<file path="src/rtl/serial_rx_pkg.sv">
package serial_rx_pkg;

    localparam int MAX_BITS = 9;
    localparam int MIN_BITS = 5;

    typedef enum logic [2:0] {
        ST_IDLE,
        ST_START,
        ST_DATA,
        ST_PAR,
        ST_STOP,
        ST_STOP2
    } rx_state_t;

    typedef struct packed {
        logic [MAX_BITS-1:0] data;
        logic                ferr;
        logic                perr;
    } rx_frame_t;

    typedef struct packed {
        rx_frame_t frame;
        logic      ovf;
    } rx_entry_t;

    function automatic logic [3:0] clamp_bits(input logic [3:0] req);
        if (req < 4'(MIN_BITS))      return 4'(MIN_BITS);
        else if (req > 4'(MAX_BITS)) return 4'(MAX_BITS);
        else                         return req;
    endfunction

    function automatic logic [MAX_BITS-1:0] align_data(input logic [MAX_BITS-1:0] sh,
                                                       input logic [3:0] nb);
        return sh >> (4'(MAX_BITS) - nb);
    endfunction

endpackage

</file>
<file path="src/rtl/serial_rx_frame.sv">
module serial_rx_frame
    import serial_rx_pkg::*;
#(
    parameter int OSR = 16
) (
    input  logic      clk,
    input  logic      rst,
    input  logic      tick,
    input  logic      rx,
    input  logic [3:0] cfg_bits,
    input  logic [1:0] cfg_parity,
    input  logic      cfg_two_stop,
    output logic      start_ok,
    output logic      done,
    output rx_frame_t frame
);
    localparam int CW = $clog2(OSR);
    localparam logic [CW-1:0] LAST = CW'(OSR - 1);
    localparam logic [CW-1:0] MID  = CW'(OSR / 2 - 1);

    rx_state_t           state;
    logic [CW-1:0]       cnt;
    logic [3:0]          idx;
    logic [MAX_BITS-1:0] sh;
    logic                par_bit;
    logic                prev;
    logic [3:0]          nb;
    logic [MAX_BITS-1:0] aligned;

    assign nb      = clamp_bits(cfg_bits);
    assign aligned = align_data(sh, nb);

    always_ff @(posedge clk) begin
        if (rst) begin
            state    <= ST_IDLE;
            cnt      <= '0;
            idx      <= '0;
            sh       <= '0;
            par_bit  <= 1'b0;
            prev     <= 1'b1;
            start_ok <= 1'b0;
            done     <= 1'b0;
            frame    <= '0;
        end else begin
            start_ok <= 1'b0;
            done     <= 1'b0;
            if (tick) begin
                prev <= rx;
                unique case (state)
                    ST_IDLE: begin
                        if (!rx && prev) begin
                            state <= ST_START;
                            cnt   <= CW'(1);
                        end
                    end
                    ST_START: begin
                        if (cnt == MID) begin
                            cnt <= '0;
                            idx <= '0;
                            if (!rx) begin
                                state    <= ST_DATA;
                                start_ok <= 1'b1;
                            end else begin
                                state <= ST_IDLE;
                            end
                        end else begin
                            cnt <= cnt + 1'b1;
                        end
                    end
                    ST_DATA: begin
                        if (cnt == LAST) begin
                            cnt <= '0;
                            sh  <= {rx, sh[MAX_BITS-1:1]};
                            if (idx == nb - 4'd1) state <= cfg_parity[1] ? ST_PAR : ST_STOP;
                            else                  idx   <= idx + 4'd1;
                        end else begin
                            cnt <= cnt + 1'b1;
                        end
                    end
                    ST_PAR: begin
                        if (cnt == LAST) begin
                            cnt     <= '0;
                            par_bit <= rx;
                            state   <= ST_STOP;
                        end else begin
                            cnt <= cnt + 1'b1;
                        end
                    end
                    ST_STOP: begin
                        if (cnt == LAST) begin
                            cnt        <= '0;
                            done       <= 1'b1;
                            frame.data <= aligned;
                            frame.ferr <= !rx;
                            frame.perr <= cfg_parity[1] & ((^aligned) ^ par_bit ^ cfg_parity[0]);
                            state      <= cfg_two_stop ? ST_STOP2 : ST_IDLE;
                        end else begin
                            cnt <= cnt + 1'b1;
                        end
                    end
                    ST_STOP2: begin
                        if (cnt == LAST) begin
                            cnt   <= '0;
                            state <= ST_IDLE;
                        end else begin
                            cnt <= cnt + 1'b1;
                        end
                    end
                    default: state <= ST_IDLE;
                endcase
            end
        end
    end

endmodule

</file>
<file path="src/rtl/serial_rx_buf.sv">
module serial_rx_buf
    import serial_rx_pkg::*;
#(
    parameter int DEPTH = 2,
    parameter int FW    = $clog2(DEPTH + 1)
) (
    input  logic          clk,
    input  logic          rst,
    input  logic          push,
    input  rx_entry_t     push_item,
    input  logic          pop,
    output rx_entry_t     head,
    output logic [FW-1:0] fill,
    output logic          full,
    output logic          empty
);
    localparam int PW = (DEPTH > 1) ? $clog2(DEPTH) : 1;

    rx_entry_t       mem [DEPTH];
    logic [PW-1:0]   wr_ptr, rd_ptr;
    logic            do_pop, do_push;

    assign empty   = (fill == '0);
    assign full    = (fill == FW'(DEPTH));
    assign do_pop  = pop && !empty;
    assign do_push = push && (!full || do_pop);
    assign head    = mem[rd_ptr];

    function automatic logic [PW-1:0] step(input logic [PW-1:0] p);
        return (p == PW'(DEPTH - 1)) ? '0 : p + 1'b1;
    endfunction

    always_ff @(posedge clk) begin
        if (rst) begin
            wr_ptr <= '0;
            rd_ptr <= '0;
            fill   <= '0;
            for (int i = 0; i < DEPTH; i++) mem[i] <= '0;
        end else begin
            if (do_push) begin
                mem[wr_ptr] <= push_item;
                wr_ptr      <= step(wr_ptr);
            end
            if (do_pop) rd_ptr <= step(rd_ptr);
            if (do_push && !do_pop)      fill <= fill + 1'b1;
            else if (do_pop && !do_push) fill <= fill - 1'b1;
        end
    end

endmodule

</file>
<file path="src/rtl/serial_rx_top.sv">
module serial_rx_top
    import serial_rx_pkg::*;
#(
    parameter int OSR   = 16,
    parameter int DEPTH = 2,
    parameter int SYNC  = 2
) (
    input  logic       clk,
    input  logic       rst,
    input  logic       os_tick,
    input  logic       rx_in,
    input  logic [3:0] cfg_bits,
    input  logic [1:0] cfg_parity,
    input  logic       cfg_two_stop,
    input  logic [1:0] cfg_rxc_level,
    input  logic       rd_pop,
    output logic [7:0] rd_data,
    output logic       rd_bit9,
    output logic       st_ferr,
    output logic       st_perr,
    output logic       st_ovf,
    output logic       st_rxc,
    output logic       irq_rxc
);
    localparam int FW = $clog2(DEPTH + 1);

    logic [SYNC-1:0] sync_q;
    logic            rx_s;
    logic            start_ok, frame_done;
    rx_frame_t       frame;
    rx_entry_t       hold, head;
    logic            hold_valid, pend_ovf;
    logic            move, ovf_event;
    logic [FW-1:0]   fill;
    logic            full, empty;

    always_ff @(posedge clk) begin
        if (rst) sync_q <= '1;
        else     sync_q <= {sync_q[SYNC-2:0], rx_in};
    end
    assign rx_s = sync_q[SYNC-1];

    serial_rx_frame #(.OSR(OSR)) u_frame (
        .clk         (clk),
        .rst         (rst),
        .tick        (os_tick),
        .rx          (rx_s),
        .cfg_bits    (cfg_bits),
        .cfg_parity  (cfg_parity),
        .cfg_two_stop(cfg_two_stop),
        .start_ok    (start_ok),
        .done        (frame_done),
        .frame       (frame)
    );

    assign move      = hold_valid && (!full || rd_pop);
    assign ovf_event = start_ok && hold_valid && !move;

    always_ff @(posedge clk) begin
        if (rst) begin
            hold       <= '0;
            hold_valid <= 1'b0;
            pend_ovf   <= 1'b0;
        end else begin
            if (ovf_event) begin
                hold_valid <= 1'b0;
                pend_ovf   <= 1'b1;
            end else if (move) begin
                hold_valid <= 1'b0;
            end
            if (frame_done) begin
                hold.frame <= frame;
                hold.ovf   <= pend_ovf;
                hold_valid <= 1'b1;
                pend_ovf   <= 1'b0;
            end
        end
    end

    serial_rx_buf #(.DEPTH(DEPTH), .FW(FW)) u_buf (
        .clk      (clk),
        .rst      (rst),
        .push     (move),
        .push_item(hold),
        .pop      (rd_pop),
        .head     (head),
        .fill     (fill),
        .full     (full),
        .empty    (empty)
    );

    assign rd_data = empty ? 8'h00 : head.frame.data[7:0];
    assign rd_bit9 = !empty && head.frame.data[MAX_BITS-1];
    assign st_ferr = !empty && head.frame.ferr;
    assign st_perr = !empty && head.frame.perr;
    assign st_ovf  = !empty && head.ovf;
    assign st_rxc  = !empty;
    assign irq_rxc = st_rxc && (cfg_rxc_level != 2'b00);

endmodule

</file>
<file path="config.mk">
export PLATFORM = sky130hd
export DESIGN_NAME = serial_rx_top
export DESIGN_NICKNAME = d
export VERILOG_FILES = /design/src/rtl/serial_rx_pkg.sv /design/src/rtl/serial_rx_frame.sv /design/src/rtl/serial_rx_buf.sv /design/src/rtl/serial_rx_top.sv
export SDC_FILE = /design/constraint.sdc
export NUM_CORES = 1
export LEC_CHECK = 0
export BUFFER_PORTS_ARGS = -buffer_cell sky130_fd_sc_hd__clkbuf_2
export CAP_MARGIN = 5
export CELL_PAD_IN_SITES_DETAIL_PLACEMENT = 0
export CELL_PAD_IN_SITES_GLOBAL_PLACEMENT = 1
export CORE_MARGIN = 8
export CORE_UTILIZATION = 46
export CTS_CLUSTER_SIZE = 30
export DETAILED_ROUTE_END_ITERATION = 8
export PLACE_DENSITY_LB_ADDON = 0.1
export SLEW_MARGIN = 25
export SYNTH_ARGS = -nofsm -noshare
export SYNTH_HDL_FRONTEND = slang
export SYNTH_SLANG_ARGS = --single-unit
</file>
<file path="constraint.sdc">
create_clock -name clk -period 4.31 [get_ports clk]
set_clock_uncertainty 0.15 [all_clocks]
set_input_delay 0.862 -clock clk [delete_from_list [all_inputs] [get_ports clk]]
set_output_delay 0.862 -clock clk [all_outputs]
set_load 0.05 [all_outputs]
</file>
==> flow_metrics.py, run 1 <==
metrics = {
    "global_route": {
        "busiest_layer": "met2",
        "antenna_found_initial": 0,
        "grt_overflow": 0,
        "grt_pass1_vias": 2670,
        "met1_usage_pct": 17.09,
        "use_met3_pct": 3.783,
        "track_usage_pct": 13.76,
        "grt_max_degree": 46,
        "grt_pass1_wl_um": 13050,
        "use_met2_pct": 22.45,
    },
    "synth": {
        "synthCells": 427,
        "ys_seq_area_share_pct": 46.63,
        "synth.distinct_cells": 53,
        "syn_area_mm2": 0.003950,
        "synth_ff_type": "dfxtp_1",
        "yosys_warnings": 0,
        "synth_edf_count": 24,
        "avgSynthCellArea_um2": 9.251,
        "synth_seq_cells": 80,
        "synth_fp_nets": 446,
        "async_flop_share_pct": 0,
    },
    "worst_setup_path": {
        "required_ps": 4400,
        "rr_worst_depth": 6,
        "critical_path_class": "in -> reg",
        "timing.rr.start": "u_frame.state[1]",
        "r2r_end": "u_frame.idx[3]",
        "crit_fanout": 12,
        "end_kind": "flop",
        "setup.worst_path.start_class": "input port",
        "startpoint": "cfg_bits[3]",
        "worstPathArrival_ps": 3490,
        "r2r_slack_ps": 1720,
    },
    "clocking": {
        "cts_hold_buf": 0,
        "cts_max_level": 3,
        "path_clk_slew_ps": 80,
        "postCtsSetupBuffers": 0,
        "cts_num_sinks": 80,
        "clock_latency_ps": 350,
        "cts_buffers": 9,
        "cts-root-buf": "clkbuf_8",
        "cts_resized": 0,
        "cts_tree": "built",
        "cts.path.max_buffers": 2,
    },
    "sta": {
        "hold_viol": 0,
        "fmax_ghz": 0.2946,
        "tightestPinTransition_ps": 899.3,
        "setup_viol": 0,
        "whs_ps": 279.0,
        "relSlewSlack_pct": 39.59,
        "final_max_slew_viol_count": 0,
        "period_minus_slack_ps": 3394,
        "fin_setup_tns_ps": 0,
        "period_share_pct": 78.76,
        "rsz0062_at_grt": "no",
    },
    "flow_run": {
        "drv_cap": 0,
    },
    "min_path": {
        "hp-class": "reg -> reg",
        "min_path_cells": 1,
        "hp-start": "sync_q[0]",
        "hold_end": "sync_q[1]",
    },
    "floorplan": {
        "die_x_um": 108.7,
        "io_pins": 28,
        "die-height_um": 108.7,
        "dieArea_mm2": 0.01181,
        "start_util_pct": 46.43,
        "core_area_mm2": 0.008508,
        "std_cell_rows": 34,
    },
    "finish": {
        "synthToLayoutAreaGrowth_pct": 9.154,
        "drive_gt1_share_pct": 13.35,
        "nets": 456,
        "antenna_cells": 0,
    },
    "power_and_ir_drop": {
        "power.density_mw_per_mm2": 351.9,
        "ir_drop_uv": 131.1,
        "power_mw": 1.517,
        "p_leak_nw": 1.568,
    },
    "place": {
        "port_buffers": 27,
        "gp_congestion": 0.8119,
        "hpwl_um": 5383,
    },
    "drt": {
        "firstDrtPassIters": 4,
        "ant_nets": 0,
        "wl_um": 7536,
        "viasPerCell": 5.238,
        "dr_total_vias": 2881,
        "routedWlPerCell_um": 13.70,
        "drt-initial-drc-count": 107,
        "drcViolationCount": 0,
    },
    "outcome": {
        "status": "finished clean",
    },
}
## routing by layer
metal  share of wire (%)  wire (um)  up-vias
met1                  48       3594     1316
met4                 1.2         94        0
li1                    -          -     1510
met5                   0          0        -
met3                 5.2        389        6
met2                  46       3457       49
## Yosys cell counts (4+ instances only)
cell	count	share of area, %
inv_1	7	0.67
ha_1	5	1.6
nor2_1	65	6.2
nand2b_1	6	0.95
nand3_1	9	1.1
nor3_1	7	0.89
and2_1	25	4.0
dfxtp_1	56	28
a21boi_0	4	0.76
nand2_1	38	3.6
nor2b_1	6	0.95
a311oi_1	5	1.1
o21ai_0	9	1.1
a211oi_1	6	1.1
mux2i_1	32	8.1
xnor2_1	5	1.1
clkbuf_1	24	2.3
xor2_1	11	2.4
buf_2	4	0.51
a31oi_1	4	0.63
edfxtp_1	24	18
a21oi_1	25	3.2
## power breakdown
part | internal [mW] | switching, mW
Clock | 0.284 | 0.269
Combinational | 0.0581 | 0.0905
Sequential | 0.795 | 0.0207
Total | 1.14 | 0.380
## how the worst max path moves through the flow
stage                             to  slack (ps)
floorplan           u_frame.frame[0]        1020
global placement    u_frame.frame[0]         640
detailed placement  u_frame.frame[0]         580
CTS                 u_frame.frame[0]         930
global route          u_frame.idx[2]         750
finish              u_frame.frame[0]         920
## logic make-up after synthesis
| logic type | Yosys count | share of synthesized area [%] |
|---|---|---|
| simple gates | 181 | 22.68 |
| flops | 80 | 46.63 |
| compound gates | 75 | 13.14 |
| buf+inv | 37 | 3.738 |
| mux | 32 | 8.109 |
| xor+xnor | 17 | 4.118 |
| fa+ha+maj | 5 | 1.584 |
## state kept, by name, summed over array words and instances (netlist names), named ones only
signal and flops:
u_buf.mem 24, hold 12, u_frame.frame 11, u_frame.sh 9, u_frame.cnt 4, u_frame.idx 4
u_frame.state 3, sync_q 2, u_buf.fill 2, hold_valid 1, pend_ovf 1, u_buf.rd_ptr 1
u_buf.wr_ptr 1, u_frame.done 1, u_frame.par_bit 1, u_frame.prev 1, u_frame.start_ok 1
## placed cells by master (no fill, tap or decap), types with 3 or more instances in the layout
| cell type | synthesis | final |
|---|---|---|
| and3_1 | 3 | 3 |
| inv_1 | 7 | 7 |
| ha_1 | 5 | 5 |
| edfxtp_1 | 24 | 24 |
| xnor2_1 | 5 | 5 |
| dfxtp_1 | 56 | 56 |
| a31oi_1 | 4 | 4 |
| clkbuf_2 | 0 | 27 |
| a311oi_1 | 5 | 5 |
| nor3_1 | 7 | 7 |
| xor2_1 | 11 | 11 |
| a211oi_1 | 6 | 6 |
| and2_1 | 25 | 25 |
| nand3_1 | 9 | 9 |
| a21boi_0 | 4 | 4 |
| a22oi_1 | 3 | 3 |
| nand2_1 | 38 | 38 |
| nand3b_1 | 3 | 3 |
| nor2b_1 | 6 | 6 |
| or2_2 | 3 | 3 |
| nand2b_1 | 6 | 6 |
| a21oi_1 | 25 | 25 |
| mux2i_1 | 32 | 32 |
| nor2_1 | 65 | 65 |
| o21ai_0 | 9 | 9 |
| clkbuf_8 | 0 | 10 |
## layout make-up
type | count | area [um^2]
repair buffers | 29 | 150.1
inverters | 7 | 26.28
fillers | 807 | 4197
well taps | 108 | 135.1
clock inverters | 5 | 56.30
multi-input cells | 310 | 1961
clock buffers | 11 | 141.4
flip-flops and latches | 80 | 1842
## per-stage QoR
stage          area (um^2)  setup WS [ps]  instances  utilization, %
2_1_floorplan         3950           1022        427               -
3_3_place_gp          4114          636.1        534           48.35
3_5_place_dp          4114          584.8        534           48.35
4_1_cts               4312          931.5        550           50.68
5_1_grt               4312          746.0        550           50.68
6_report              4312          915.5        550           50.68
## critical path: stages
cell	delay, ps
clkbuf_2	170
nand3b_1	520
ha_1	640
o32a_2	470
xnor3_1	380
xnor2_1	180
mux2i_1	200
nand2_1	60
Power figures use the tool's default switching activity.
==> inputs of run 2 (changes only) <==
- CORE_UTILIZATION: 46 -> 42
- clock period: 4.31 -> 2.91 ns (I/O delays scaled with it)
==> run 2 against run 1 <==
Effect of this change: sequential share of layout area decreased by 1.2 points; largest cell class unchanged; non-clock buffer count increased by 17; first-iteration DRC count increased by 6.5%; sequential cell count unchanged; via count is 1.2% higher; total power rose by 45%; critical path depth shrank 5; setup slack got worse by 580 ps; routed wire length up 3.4%; clock-buffer cell count decreased by 2; combinational power grew 66%.
==> flow_metrics.py, run 2 (synthesis gave the netlist of run 1 again) <==
metrics = {
    "clocking": {
        "clock_latency_ps": 340,
        "cts_resized": 0,
        "postCtsSetupBuffers": 0,
        "cts_max_level": 3,
        "cts_tree": "built",
        "cts_hold_buf": 0,
        "cts_buffers": 9,
        "cts.path.max_buffers": 2,
        "cts-root-buf": "clkbuf_8",
        "path_clk_slew_ps": 90,
        "cts_num_sinks": 80,
    },
    "worst_setup_path": {
        "worstPathArrival_ps": 1840,
        "required_ps": 2180,
        "critPathMaxStageDelay_ps": 720,
        "r2r_slack_ps": 500,
        "critical_path_class": "reg -> out",
        "end_kind": "output pin",
        "timing.rr.start": "u_frame.state[1]",
        "r2r_end": "u_frame.idx[2]",
        "setup.worst_path.start_class": "flop",
        "crit_fanout": 14,
        "path_cells": "nor2_1 > inv_1 > clkbuf_2",
        "rr_worst_depth": 7,
        "critPathSlowestCell": "nor2_1",
    },
    "power_and_ir_drop": {
        "ir_drop_uv": 240.5,
        "power.density_mw_per_mm2": 495.4,
        "p_leak_nw": 1.642,
    },
    "global_route": {
        "track_usage_pct": 12.68,
        "grt_overflow": 0,
        "grt_max_degree": 38,
        "antenna_found_initial": 0,
        "grt_pass1_wl_um": 13540,
        "grt_pass1_vias": 2779,
    },
    "min_path": {
        "hp-start": "sync_q[0]",
        "hold_end": "sync_q[1]",
        "hp-class": "reg -> reg",
        "min_path_cells": 1,
    },
    "sta": {
        "rsz0062_at_grt": "no",
        "setup_viol": 0,
        "tightestPinTransition_ps": 922.2,
        "relSlewSlack_pct": 38.29,
        "period_minus_slack_ps": 2571,
        "final_max_slew_viol_count": 0,
        "fmax_ghz": 0.3890,
        "hold_viol": 0,
        "fin_ws_ps": 339.4,
        "period_share_pct": 88.34,
        "fin_setup_tns_ps": 0,
    },
    "place": {
        "dpl-instance-area_mm2": 0.004252,
        "dp_slack_ps": -34.70,
        "place_inst": 554,
        "hpwl_um": 5707,
        "gp_congestion": 0.8088,
        "port_buffers": 27,
    },
    "drt": {
        "drt-initial-drc-count": 114,
        "routedWlPerCell_um": 13.67,
        "drcViolationCount": 0,
        "wl_um": 7791,
        "dr_total_vias": 2916,
        "ant_nets": 0,
        "firstDrtPassIters": 4,
        "viasPerCell": 5.116,
    },
    "finish": {
        "antenna_cells": 0,
        "layout_common_cells": "65 x nor2_1, 56 x dfxtp_1, 38 x nand2_1, 32 x mux2i_1, 27 x clkbuf_2",
        "regMostFlops": "u_buf.mem",
        "post-route-util_pct": 48.20,
        "synthToLayoutAreaGrowth_pct": 12.23,
        "layout_commonest_cell": "nor2_1",
        "largest_reg_flops": 24,
        "nets": 473,
        "drive_gt1_share_pct": 17.43,
        "design_area_mm2": 0.004433,
        "largestRegisters": "u_buf.mem: 24 flops, hold: 12 flops, u_frame.frame: 11 flops",
        "finalNonFillerCells": 570,
        "fillers": 918,
    },
    "floorplan": {
        "dieArea_mm2": 0.01276,
        "die_x_um": 113.0,
        "core_area_mm2": 0.009196,
        "start_util_pct": 42.95,
        "die-height_um": 113.0,
        "std_cell_rows": 35,
        "io_pins": 28,
    },
    "outcome": {
        "status": "finished clean",
    },
    "flow_run": {
        "drv_cap": 0,
    },
}
[run 2: cell count changes in the layout (fill, tap and decap cells not counted), sizes merged]
cell	before	now
buf	2	19
inv	8	10
clkbuf	38	36
bufinv	1	0
clkinvlp	0	1
[run 2: final cells by class]
type                            count  area (um^2)  share of cell area, %
Clock buffer                        9        123.9                  2.794
Clock inverter                      7        52.55                  1.185
Inverter                            7        26.28                 0.5927
Multi-Input combinational cell    310         1972                  44.48
Sequential cell                    80         1842                  41.55
Tap cell                          111        138.9                  3.133
Timing Repair Buffer               46        277.8                  6.266
[run 2: worst max-delay path by stage]
stage,from,end,slack (ps),cells after the start
after floorplan,cfg_bits[3],u_frame.frame[0],10,11
after global placement,cfg_bits[2],u_frame.frame[0],10,9
after detailed placement,cfg_bits[2],u_frame.frame[0],-30,9
after CTS,u_buf.fill[0],st_rxc,280,3
after global routing,cfg_bits[1],u_frame.state[2],170,12
final,u_buf.fill[0],st_rxc,340,3
[run 2: stage by stage]
stage / total power [mW] / hold slack, ps
after floorplan: 1.407 / 239.5
after global placement: 1.477 / 245.4
after detailed placement: 1.482 / 243.4
after CTS: 2.232 / 246.5
after global routing: 2.310 / 243.0
final: 2.196 / 263.8
[run 2: routing by layer]
layer	up-vias	GRT usage [%]	wire, um
met4	0	3.730	71
li1	1543	-	-
met3	5	3.568	298
met2	40	19.59	3544
met5	-	0	0
met1	1328	16.85	3876
[run 2: report_power, final]
group | switching, mW | internal [mW]
logic | 0.141 | 0.106
clock network | 0.423 | 0.317
registers | 0.0308 | 1.18
[run 2: critical path, delay by kind of cell, from the launching register on]
kind                   cells  cell delay [ps]
DFF                        1              360
and+or+nand+nor            1              720
buffers and inverters      2              420
